==> config.mk <==
export PLATFORM = sky130hd
export DESIGN_NAME = decade_split_counter
export DESIGN_NICKNAME = d
export VERILOG_FILES = /design/src/rtl/dsc_pkg.sv /design/src/rtl/dsc_edge_sync.sv /design/src/rtl/dsc_override_ctl.sv /design/src/rtl/dsc_half_stage.sv /design/src/rtl/dsc_five_stage.sv /design/src/rtl/decade_split_counter.sv
export SDC_FILE = /design/constraint.sdc
export NUM_CORES = 1
export LEC_CHECK = 0
export ABC_CLOCK_PERIOD_IN_PS = 1500
export BUFFER_PORTS_ARGS = -buffer_cell sky130_fd_sc_hd__buf_2
export CAP_MARGIN = 40
export CORE_AREA = 2 2 39 41
export CTS_CLUSTER_DIAMETER = 50
export CTS_CLUSTER_SIZE = 20
export DETAILED_ROUTE_END_ITERATION = 8
export DIE_AREA = 0 0 41 43
export GPL_ROUTABILITY_DRIVEN = 0
export PLACE_DENSITY = 0.59
export SETUP_SLACK_MARGIN = 0.2
export SYNTH_ARGS = -nofsm -noshare
export SYNTH_HDL_FRONTEND = slang
export SYNTH_SLANG_ARGS = --single-unit
==> constraint.sdc <==
create_clock -name clk -period 1.5 [get_ports clk]
set_input_delay 0.225 -clock clk [delete_from_list [all_inputs] [get_ports clk]]
set_output_delay 0.225 -clock clk [all_outputs]
set_load 0.05 [all_outputs]
==> src/rtl/dsc_pkg.sv <==
package dsc_pkg;

    typedef enum logic [1:0] {
        LINK_NONE     = 2'b00,
        LINK_BCD      = 2'b01,
        LINK_BIQ      = 2'b10,
        LINK_NONE_ALT = 2'b11
    } link_mode_e;

    typedef enum logic [1:0] {
        OVR_RUN  = 2'b00,
        OVR_ZERO = 2'b01,
        OVR_NINE = 2'b10
    } ovr_e;

    typedef enum logic {
        HALF_LO = 1'b0,
        HALF_HI = 1'b1
    } half_state_e;

    typedef enum logic [2:0] {
        FIVE_S0 = 3'd0,
        FIVE_S1 = 3'd1,
        FIVE_S2 = 3'd2,
        FIVE_S3 = 3'd3,
        FIVE_S4 = 3'd4
    } five_state_e;

endpackage

==> src/rtl/dsc_edge_sync.sv <==
module dsc_edge_sync #(
    parameter int STAGES = 2
) (
    input  logic clk,
    input  logic rst_n,
    input  logic raw_in,
    output logic fall_evt
);
    localparam int DEPTH = STAGES + 1;

    logic [DEPTH-1:0] shreg;

    always_ff @(posedge clk or negedge rst_n) begin
        if (!rst_n) begin
            shreg <= '0;
        end else begin
            shreg <= {shreg[DEPTH-2:0], raw_in};
        end
    end

    always_comb begin
        fall_evt = shreg[DEPTH-1] & ~shreg[DEPTH-2];
    end


    fall_pulse_chk: assert property (@(posedge clk) disable iff (!rst_n)
        fall_evt |=> !fall_evt);

endmodule

==> src/rtl/dsc_override_ctl.sv <==
module dsc_override_ctl
    import dsc_pkg::*;
(
    input  logic zero_a,
    input  logic zero_b,
    input  logic nine_a,
    input  logic nine_b,
    output ovr_e ovr
);
    always_comb begin
        if (nine_a && nine_b) begin
            ovr = OVR_NINE;
        end else if (zero_a && zero_b) begin
            ovr = OVR_ZERO;
        end else begin
            ovr = OVR_RUN;
        end
    end

endmodule

==> src/rtl/dsc_half_stage.sv <==
module dsc_half_stage
    import dsc_pkg::*;
(
    input  logic clk,
    input  logic rst_n,
    input  ovr_e ovr,
    input  logic adv,
    output logic bit_q,
    output logic at_hi
);
    half_state_e state, state_nx;

    always_ff @(posedge clk or negedge rst_n) begin
        if (!rst_n) begin
            state <= HALF_LO;
        end else begin
            state <= state_nx;
        end
    end

    always_comb begin
        state_nx = state;
        unique case (ovr)
            OVR_NINE: state_nx = HALF_HI;
            OVR_ZERO: state_nx = HALF_LO;
            default: begin
                if (adv) begin
                    unique case (state)
                        HALF_LO: state_nx = HALF_HI;
                        HALF_HI: state_nx = HALF_LO;
                        default: state_nx = HALF_LO;
                    endcase
                end
            end
        endcase
    end

    always_comb begin
        bit_q = (state == HALF_HI);
        at_hi = (state == HALF_HI);
    end


    half_toggle_chk: assert property (@(posedge clk) disable iff (!rst_n)
        (ovr == OVR_RUN && adv) |=> (bit_q != $past(bit_q)));

endmodule

==> src/rtl/dsc_five_stage.sv <==
module dsc_five_stage
    import dsc_pkg::*;
(
    input  logic       clk,
    input  logic       rst_n,
    input  ovr_e       ovr,
    input  logic       adv,
    output logic [2:0] code_q,
    output logic       at_top
);
    five_state_e state, state_nx;

    always_ff @(posedge clk or negedge rst_n) begin
        if (!rst_n) begin
            state <= FIVE_S0;
        end else begin
            state <= state_nx;
        end
    end

    always_comb begin
        state_nx = state;
        unique case (ovr)
            OVR_NINE: state_nx = FIVE_S4;
            OVR_ZERO: state_nx = FIVE_S0;
            default: begin
                if (adv) begin
                    unique case (state)
                        FIVE_S0: state_nx = FIVE_S1;
                        FIVE_S1: state_nx = FIVE_S2;
                        FIVE_S2: state_nx = FIVE_S3;
                        FIVE_S3: state_nx = FIVE_S4;
                        FIVE_S4: state_nx = FIVE_S0;
                        default: state_nx = FIVE_S0;
                    endcase
                end
            end
        endcase
    end

    always_comb begin
        unique case (state)
            FIVE_S0: code_q = 3'b000;
            FIVE_S1: code_q = 3'b001;
            FIVE_S2: code_q = 3'b010;
            FIVE_S3: code_q = 3'b011;
            FIVE_S4: code_q = 3'b100;
            default: code_q = 3'b000;
        endcase
        at_top = (state == FIVE_S4);
    end


    five_code_chk: assert property (@(posedge clk) disable iff (!rst_n)
        code_q[2] |-> (code_q[1:0] == 2'b00));


    five_wrap_chk: assert property (@(posedge clk) disable iff (!rst_n)
        (ovr == OVR_RUN && adv && code_q == 3'b100) |=> (code_q == 3'b000));

endmodule

==> src/rtl/decade_split_counter.sv <==
module decade_split_counter
    import dsc_pkg::*;
#(
    parameter int SYNC_STAGES = 2
) (
    input  logic       clk,
    input  logic       rst_n,
    input  logic [1:0] link_mode,
    input  logic       tick_two_n,
    input  logic       tick_five_n,
    input  logic       zero_req_a,
    input  logic       zero_req_b,
    input  logic       nine_req_a,
    input  logic       nine_req_b,
    output logic       half_q,
    output logic [2:0] five_q
);
    localparam int NSEC = 2;

    logic [NSEC-1:0] raw_tick;
    logic [NSEC-1:0] fall_evt;
    ovr_e            ovr;
    link_mode_e      mode;
    logic            half_at_hi;
    logic            five_at_top;
    logic            half_adv;
    logic            five_adv;

    assign raw_tick = {tick_five_n, tick_two_n};

    for (genvar g = 0; g < NSEC; g++) begin : g_sync
        dsc_edge_sync #(.STAGES(SYNC_STAGES)) u_sync (
            .clk      (clk),
            .rst_n    (rst_n),
            .raw_in   (raw_tick[g]),
            .fall_evt (fall_evt[g])
        );
    end

    dsc_override_ctl u_ovr (
        .zero_a (zero_req_a),
        .zero_b (zero_req_b),
        .nine_a (nine_req_a),
        .nine_b (nine_req_b),
        .ovr    (ovr)
    );

    // Carries use the raw edge and the source's state, which avoids a loop
    // through the other section's advance mux.
    always_comb begin
        mode = link_mode_e'(link_mode);
        unique case (mode)
            LINK_BCD: begin
                half_adv = fall_evt[0];
                five_adv = fall_evt[0] & half_at_hi;
            end
            LINK_BIQ: begin
                half_adv = fall_evt[1] & five_at_top;
                five_adv = fall_evt[1];
            end
            default: begin
                half_adv = fall_evt[0];
                five_adv = fall_evt[1];
            end
        endcase
    end

    dsc_half_stage u_half (
        .clk   (clk),
        .rst_n (rst_n),
        .ovr   (ovr),
        .adv   (half_adv),
        .bit_q (half_q),
        .at_hi (half_at_hi)
    );

    dsc_five_stage u_five (
        .clk    (clk),
        .rst_n  (rst_n),
        .ovr    (ovr),
        .adv    (five_adv),
        .code_q (five_q),
        .at_top (five_at_top)
    );


    nine_force_chk: assert property (@(posedge clk) disable iff (!rst_n)
        (nine_req_a && nine_req_b) |=> (half_q == 1'b1 && five_q == 3'b100));


    zero_force_chk: assert property (@(posedge clk) disable iff (!rst_n)
        (zero_req_a && zero_req_b && !(nine_req_a && nine_req_b))
            |=> (half_q == 1'b0 && five_q == 3'b000));


    idle_hold_chk: assert property (@(posedge clk) disable iff (!rst_n)
        (fall_evt == '0 && !(zero_req_a && zero_req_b) && !(nine_req_a && nine_req_b))
            |=> $stable({five_q, half_q}));


    bcd_carry_chk: assert property (@(posedge clk) disable iff (!rst_n)
        (link_mode == 2'b01 && fall_evt[0] && half_q
            && !(zero_req_a && zero_req_b) && !(nine_req_a && nine_req_b))
            |=> (five_q != $past(five_q)));


    biq_carry_chk: assert property (@(posedge clk) disable iff (!rst_n)
        (link_mode == 2'b10 && fall_evt[1] && five_q == 3'b100
            && !(zero_req_a && zero_req_b) && !(nine_req_a && nine_req_b))
            |=> (half_q != $past(half_q)));

endmodule

==> key figures, run 1 <==
Pwr
  • Power Density: 1090 nW/um^2
  • Total Power: 0.000708 W
  • Switch share: 28.2%
  • Gate power share: 22.1%
  • LEAKAGE: 0.312 nW
  • Clk pwr share: 34.3%
  • P_sw: 0.000199 W
  • Worst VDD drop: 0.000457 V
  • Cell-internal power: 0.000509 W
  • Sequential share of power: 43.6%

Synth
  • Post-synthesis xor/xnor area fraction: 1.99%
  • Post-Syn Area: roughly 440 sq um
  • Main combinational cell family by area after synthesis: simple AND/OR/NAND/NOR gates
  • Synth Area in Compound Gates: 12.2%
  • Seq/Total Area, Yosys: 56.8%
  • Synth top area share: 56.8%
  • Synth Area in Adders: 0%
  • Syn nets: 46
  • Synth top area cells: dfrtp_1 (57%), mux2i_1 (4.5%), nand2b_1 (4.3%)
  • Distinct cells, synth: 20
  • Simple-gate share of the synthesized area: 22.7%
  • Total number of yosys warnings: 0
  • Multiplexer area fraction after synthesis: 4.55%
  • FF+latch count, synth: 10
  • Syn Area/Cell: 12.2 sq um
  • Top cell type by total area after synthesis: dfrtp_1
  • Cells after Synth: 36

Timing
  • Endpoints failing setup: 0
  • Final hold viol count: 0
  • Max transition margin: 83.4%
  • Final period util: 88.3%
  • Fin crit period: 1.32 ns
  • RSZ-0062 raised after global routing: yes
  • Max Fclk: 0.755 GHz
  • TNS Setup: 0 ns
  • Least-Margin Pin Slew: 0.250 ns
  • Final Slew Violations: 0
  • Clk_skew: about 0.00098 ns

Global routing
  • Vias in the first global route: 342
  • Antenna violations before repair: 0
  • Grt total ovfl: 0
  • Global-route wire length before repair: 1370 microns
  • Largest net degree at the start of global routing: 11
  • All-Layer GR Usage: a little under an eighth

Setup path
  • Setup crit end kind: output pin
  • Crit path max fanout: 3
  • Worst endpoint data arrival time: 1.10 ns
  • WP data required: 1.27 ns
  • WS Path Type: reg -> out
  • CP Launch Type: flip-flop

Route
  • Initial DRC count: 9
  • Highest Signal Layer: met4
  • Final WL: 796 microns
  • Drt pass-1 iters: 6
  • Vias: roughly 350
  • Avg WL per Cell: 10.8 microns
  • Post-DR vias/cell: approximately 4.7
  • ANT nets after route: 0
  • Metal3 WL: 51 microns
  • Wl on met1: 377 microns
  • # DRC: 0
  • WL met2: 343 microns

Clock tree
  • Total CTS buffers: 3
  • Max Buffers Root-to-Sink: 2
  • Worst skew pair latency: between 0.2 and 0.3 ns
  • Clock sink count: 10
  • H-tree lvl count: 1
  • Root buffer cell: clkbuf_4
  • TritonCTS clock tree: done
  • Register clock-pin slew on the reported worst setup and hold paths: 0.07 ns

Run status
  • Status: completed

Cells and area
  • Number of diodes: 0
  • Share of cells above drive strength 1: approximately half
  • Filler cell count in the final layout: 135
  • Area delta synth->final: 46.9%
  • Number of nets in the layout: ~70

Floorplanning
  • Ports: 14
  • Die Height: 43 microns
  • # rows: 14
  • Die X: 41 microns
  • Core outline area: around 1400 sq um
  • Initial Utilization: 31.8%
  • Die footprint: 1760 sq um

Placed design
  • Port buffer count: 13
  • Post-DP HPWL: approximately 580 microns

Run
  • Max cap viols: 0

Worst hold path
  • Min-Delay Path Class: in -> reg
cells by family after synthesis:
| group | after synthesis |
|---|---|
| AND/OR/NAND/NOR | 14 |
| flip-flops | 10 |
| AO/OA/AOI/OAI | 7 |
| multiplexers | 2 |
| buffers and inverters | 2 |
| XOR/XNOR | 1 |
synth_stat cells:
cell       n
nand2_1    1
a32o_1     1
dfrtp_1   10
o21ai_2    1
and2b_1    2
nor3b_1    1
mux2i_1    2
nor4bb_1   1
nor2_1     2
and2_1     2
a32o_2     1
and4bb_1   1
xor2_1     1
inv_1      2
nand2b_1   3
a21oi_1    1
a32oi_1    1
o21ai_1    1
o21ai_0    1
nor3b_2    1
final timing paths:
path	start	endpoint	slack [ns]	depth (start not counted)
worst min register to register	g_sync[0].u_sync.shreg[0]	g_sync[0].u_sync.shreg[1]	0.35	0
worst max register to register	u_five.state[0]	u_five.state[2]	0.24	5
worst min-delay path	tick_five_n	g_sync[1].u_sync.shreg[0]	0.06	1
min in group asynchronous	rst_n	g_sync[0].u_sync.shreg[0]	0.33	2
max in group asynchronous	rst_n	u_half.at_hi	0.97	2
worst max-delay path	u_five.state[1]	five_q[2]	0.18	2
sequential cells by signal, summed over array words and instances, names as in the netlist:
signal	count
g_sync.u_sync.shreg	6
u_five.state	3
u_half.at_hi	1
stage by stage:
| stage | area (sq um) | worst slack [ns] | hold WS (ns) | util, % | cells |
|---|---|---|---|---|---|
| after floorplan | 449 | 0.0833 | -0.0706 | - | 36 |
| after global placement | 534 | 0.289 | 0.0969 | 38.6 | 65 |
| after detailed placement | 534 | 0.260 | 0.0940 | 38.6 | 65 |
| after CTS | 634 | 0.159 | 0.0537 | 45.8 | 74 |
| after global routing | 647 | 0.124 | 0.0483 | 46.7 | 74 |
| final | 647 | 0.176 | 0.0594 | 46.7 | 74 |
metal layers:
| layer | vias to the layer above | GRT usage [%] |
|---|---|---|
| met3 | 4 | 1.57 |
| met2 | 13 | 14.1 |
| li1 | 172 | - |
| met4 | 0 | 10.0 |
| met1 | 160 | 18.2 |
| met5 | - | 0 |
timing repair:
action,CTS,global route
hold endpoints to repair,10,0
hold buffers,1,0
resized for setup,8,3
pin swaps,0,3
setup buffers,4,0
setup endpoints to repair,3,6
cell usage in the layout (no fill, tap or decap):
cell	count
a21oi_1	1
a32o_1	1
a32o_2	1
a32oi_1	1
and2_1	1
and2_4	1
and2b_1	1
and2b_2	1
and4bb_1	1
buf_2	10
buf_4	3
buf_6	3
buf_8	1
clkbuf_4	3
clkbuf_8	1
dfrtp_1	8
dfrtp_2	2
dlygate4sd3_1	1
inv_1	2
mux2i_1	2
nand2_1	1
nand2b_1	3
nor2_1	2
nor3b_1	1
nor3b_4	1
nor4bb_2	1
o21ai_1	2
o21ai_2	1
xor2_1	1
power by group through the flow:
stage | clock (W) | sequential (W) | combinational (W)
detailed placement | 0 | 0.000316 | 0.000127
global placement | 0 | 0.000316 | 0.000126
CTS | 0.000249 | 0.000308 | 0.000155
floorplan | 0 | 0.000331 | 0.0000716
finish | 0.000243 | 0.000308 | 0.000156
global route | 0.000265 | 0.000311 | 0.000171
cell type report:
class	instances	area, sq um	area share (%)
inverter	2	7.51	1.16
multi-input combinational	24	199	30.8
sequential	10	253	39.1
timing repair buffer	18	131	20.3
clock buffer	4	36.3	5.61
tap	16	20.0	3.09
critical path, cell delays in order, from the launching register on:
cell and delay [ns]:
dfrtp_1 0.41, nor3b_4 0.23, buf_6 0.19
Power figures use the tool's default switching activity.
==> run 2: changes to the inputs <==
--- a/config.mk
+++ b/config.mk
@@ -5,7 +5,7 @@
 export SDC_FILE = /design/constraint.sdc
 export NUM_CORES = 1
 export LEC_CHECK = 0
-export ABC_CLOCK_PERIOD_IN_PS = 1500
+export ABC_CLOCK_PERIOD_IN_PS = 1550
 export BUFFER_PORTS_ARGS = -buffer_cell sky130_fd_sc_hd__buf_2
 export CAP_MARGIN = 40
 export CORE_AREA = 2 2 39 41
@@ -16,6 +16,7 @@
 export GPL_ROUTABILITY_DRIVEN = 0
 export PLACE_DENSITY = 0.59
 export SETUP_SLACK_MARGIN = 0.2
+export SLEW_MARGIN = 25
 export SYNTH_ARGS = -nofsm -noshare
 export SYNTH_HDL_FRONTEND = slang
 export SYNTH_SLANG_ARGS = --single-unit
==> constraint.sdc (replaced) <==
create_clock -name clk -period 1.55 [get_ports clk]
set_input_delay 0.2325 -clock clk [delete_from_list [all_inputs] [get_ports clk]]
set_output_delay 0.2325 -clock clk [all_outputs]
set_load 0.05 [all_outputs]
==> run 2 against run 1 <==
Net effect: register-to-register slack improved by 0.05 ns; cell area fell by 6.2%; largest power group unchanged; total power fell by 7.1%; flip-flop and latch count did not move; first-iteration DRC count fell by 67%; clock power fell by 9.9%; die area did not move; final cell count fell by 4.1%; sequential share of layout area rose by 2.6 points; non-clock buffer count fell by 3; via count fell by 0.29%; critical path type unchanged; routed wire length rose by 0.50%.
==> key figures, run 2 (synthesis results as in run 1) <==
Run status
  • Status: completed

Worst hold path
  • Min-Delay Path Class: in -> reg

Floorplanning
  • Core outline area: 1380 sq um (unchanged)
  • Die Height: 43 microns (unchanged)
  • Initial Utilization: 31.8% (unchanged)
  • Die X: 41 microns (unchanged)
  • Die footprint: 1760 sq um (unchanged)
  • Ports: 14 (unchanged)
  • # rows: 14 (unchanged)

Timing
  • Max transition margin: 81.1% (-2.3 points)
  • Clk_skew: 0.00165 ns (+0.000663 ns)
  • Max Fclk: 0.749 GHz
  • Final Slew Violations: 0 (unchanged)
  • Fin crit period: between 1 and 1.5 ns
  • TNS Setup: 0 ns (unchanged)
  • Final period util: 86.2%
  • Least-Margin Pin Slew: 0.279 ns (+0.0292 ns)
  • RSZ-0062 raised after global routing: yes
  • Min Hold Slack: 0.0822 ns (+0.0228 ns)
  • Endpoints failing setup: 0 (unchanged)
  • Final hold viol count: 0 (unchanged)

Setup path
  • Crit path max fanout: 5 (+2)
  • Worst reg2reg path endpoint: u_five.state[2]
  • Worst r2r src: g_sync[0].u_sync.shreg[1]
  • CP endpoint: five_q[2]
  • WP data required: 1.32 ns (+0.05 ns)
  • CP Launch Type: flip-flop
  • Setup crit end kind: output pin
  • Setup slack, reg-to-reg: 0.29 ns (+0.05 ns)
  • WS Path Type: reg -> out
  • FF-to-FF path depth: 4 (-1)
  • Worst endpoint data arrival time: 1.10 ns (about the same)
  • Crit path from: u_five.state[1]

Global routing
  • Vias in the first global route: 312 (-8.8%)
  • Antenna violations before repair: 0 (unchanged)
  • Global-route wire length before repair: 1260 microns (-8.1%)
  • All-Layer GR Usage: 11.5% (-0.40 points)
  • Largest net degree at the start of global routing: 11 (unchanged)
  • Grt total ovfl: 0 (unchanged)

Cells and area
  • Share of cells above drive strength 1: 41.8% (-8.2 points)
  • Number of nets in the layout: 66 (-4.3%)
  • Most frequent cells in the layout: buf_2 (10), dfrtp_1 (8), nand2b_1 (3), clkbuf_4 (3), buf_6 (3)
  • Area delta synth->final: 37.8%
  • Largest register FFs: 6 (unchanged)
  • Largest Register: g_sync.u_sync.shreg
  • Commonest non-fill, non-tap cell in the layout: buf_2
  • Number of diodes: 0 (unchanged)

Route
  • Drt pass-1 iters: 4 (-2)
  • Post-DR vias/cell: 4.90 (+3.9%)
  • Avg WL per Cell: 11.3 microns (+4.7%)
  • # DRC: 0 (unchanged)
  • Initial DRC count: 3 (-6)
  • Final WL: 800 microns (+0.50%)
  • Vias: 348 (-0.29%)
  • ANT nets after route: 0 (unchanged)

Clock tree
  • Max Buffers Root-to-Sink: 2 (unchanged)
  • Clock sink count: 10 (unchanged)
  • TritonCTS clock tree: done
  • Register clock-pin slew on the reported worst setup and hold paths: 0.06 ns (about the same)
  • Root buffer cell: clkbuf_4
  • Total CTS buffers: 3 (unchanged)
  • H-tree lvl count: 1 (unchanged)
  • Worst skew pair latency: 0.25 ns (-0.02 ns)

Placed design
  • Port buffer count: 13 (unchanged)

Pwr
  • Worst VDD drop: 0.000580 V (+27%)
  • Power Density: 1080 nW/um^2 (-0.95%)
  • LEAKAGE: 0.292 nW (-6.4%)

Run
  • Max cap viols: 0 (unchanged)
run 2: worst min-delay path by stage:
stage	start	to	slack, ns	cells past startpoint
after floorplan	rst_n	g_sync[0].u_sync.shreg[0]	-0.06	0
after global placement	rst_n	u_five.state[0]	0.1	1
after detailed placement	rst_n	g_sync[0].u_sync.shreg[0]	0.10	1
after CTS	tick_two_n	g_sync[0].u_sync.shreg[0]	0.07	1
after global routing	tick_two_n	g_sync[0].u_sync.shreg[0]	0.06	1
final	tick_two_n	g_sync[0].u_sync.shreg[0]	0.08	1
run 2: metrics by stage:
step / area (sq um) / utilization (%) / total power [W] / setup WS (ns) / instances
floorplan: 447 / - / 0.000388 / 0.127 / 36
global placement: 532 / 38.4 / 0.000427 / 0.305 / 65
detailed placement: 532 / 38.4 / 0.000428 / 0.277 / 65
global route: 607 / 43.9 / 0.000704 / 0.149 / 71
CTS: 597 / 43.1 / 0.000669 / 0.156 / 71
finish: 607 / 43.9 / 0.000658 / 0.215 / 71
run 2: routing by layer:
metal,up-vias,global-route usage (%),part of all wire (%)
met5,-,0,0
met4,0,8.00,1.0
met2,12,16.9,50
met1,167,12.9,43
met3,2,4.71,5.5
li1,167,-,-
run 2: layout make-up:
class                           instances  area, sq um
Timing Repair Buffer                   15          101
Inverter                                2         7.51
Fill cell                             134          777
Sequential cell                        10          253
Clock buffer                            4         36.3
Multi-Input combinational cell         24          189
Tap cell                               16         20.0
run 2: where the power goes:
| part | switching, W | leakage (nW) | total, W | internal (W) |
|---|---|---|---|---|
| registers | 0.0000184 | 0.118 | 0.000299 | 0.000281 |
| clock network | 0.0000768 | 0.0210 | 0.000219 | 0.000142 |
| logic | 0.0000813 | 0.153 | 0.000140 | 0.0000583 |
run 2: repair_timing:
| action | 4_1_cts | 5_1_grt |
|---|---|---|
| resized for setup | 4 | 4 |
| hold buffers | 1 | 0 |
| endpoints found under the setup margin | 3 | 3 |
| endpoints found under the hold margin | 10 | 0 |
| pin swaps | 0 | 0 |
| setup buffers | 1 | 0 |
run 2: worst max-delay path, stage by stage (launching register included):
cell and delay (ns):
dfrtp_2 0.44, nor3b_4 0.22, buf_6 0.18
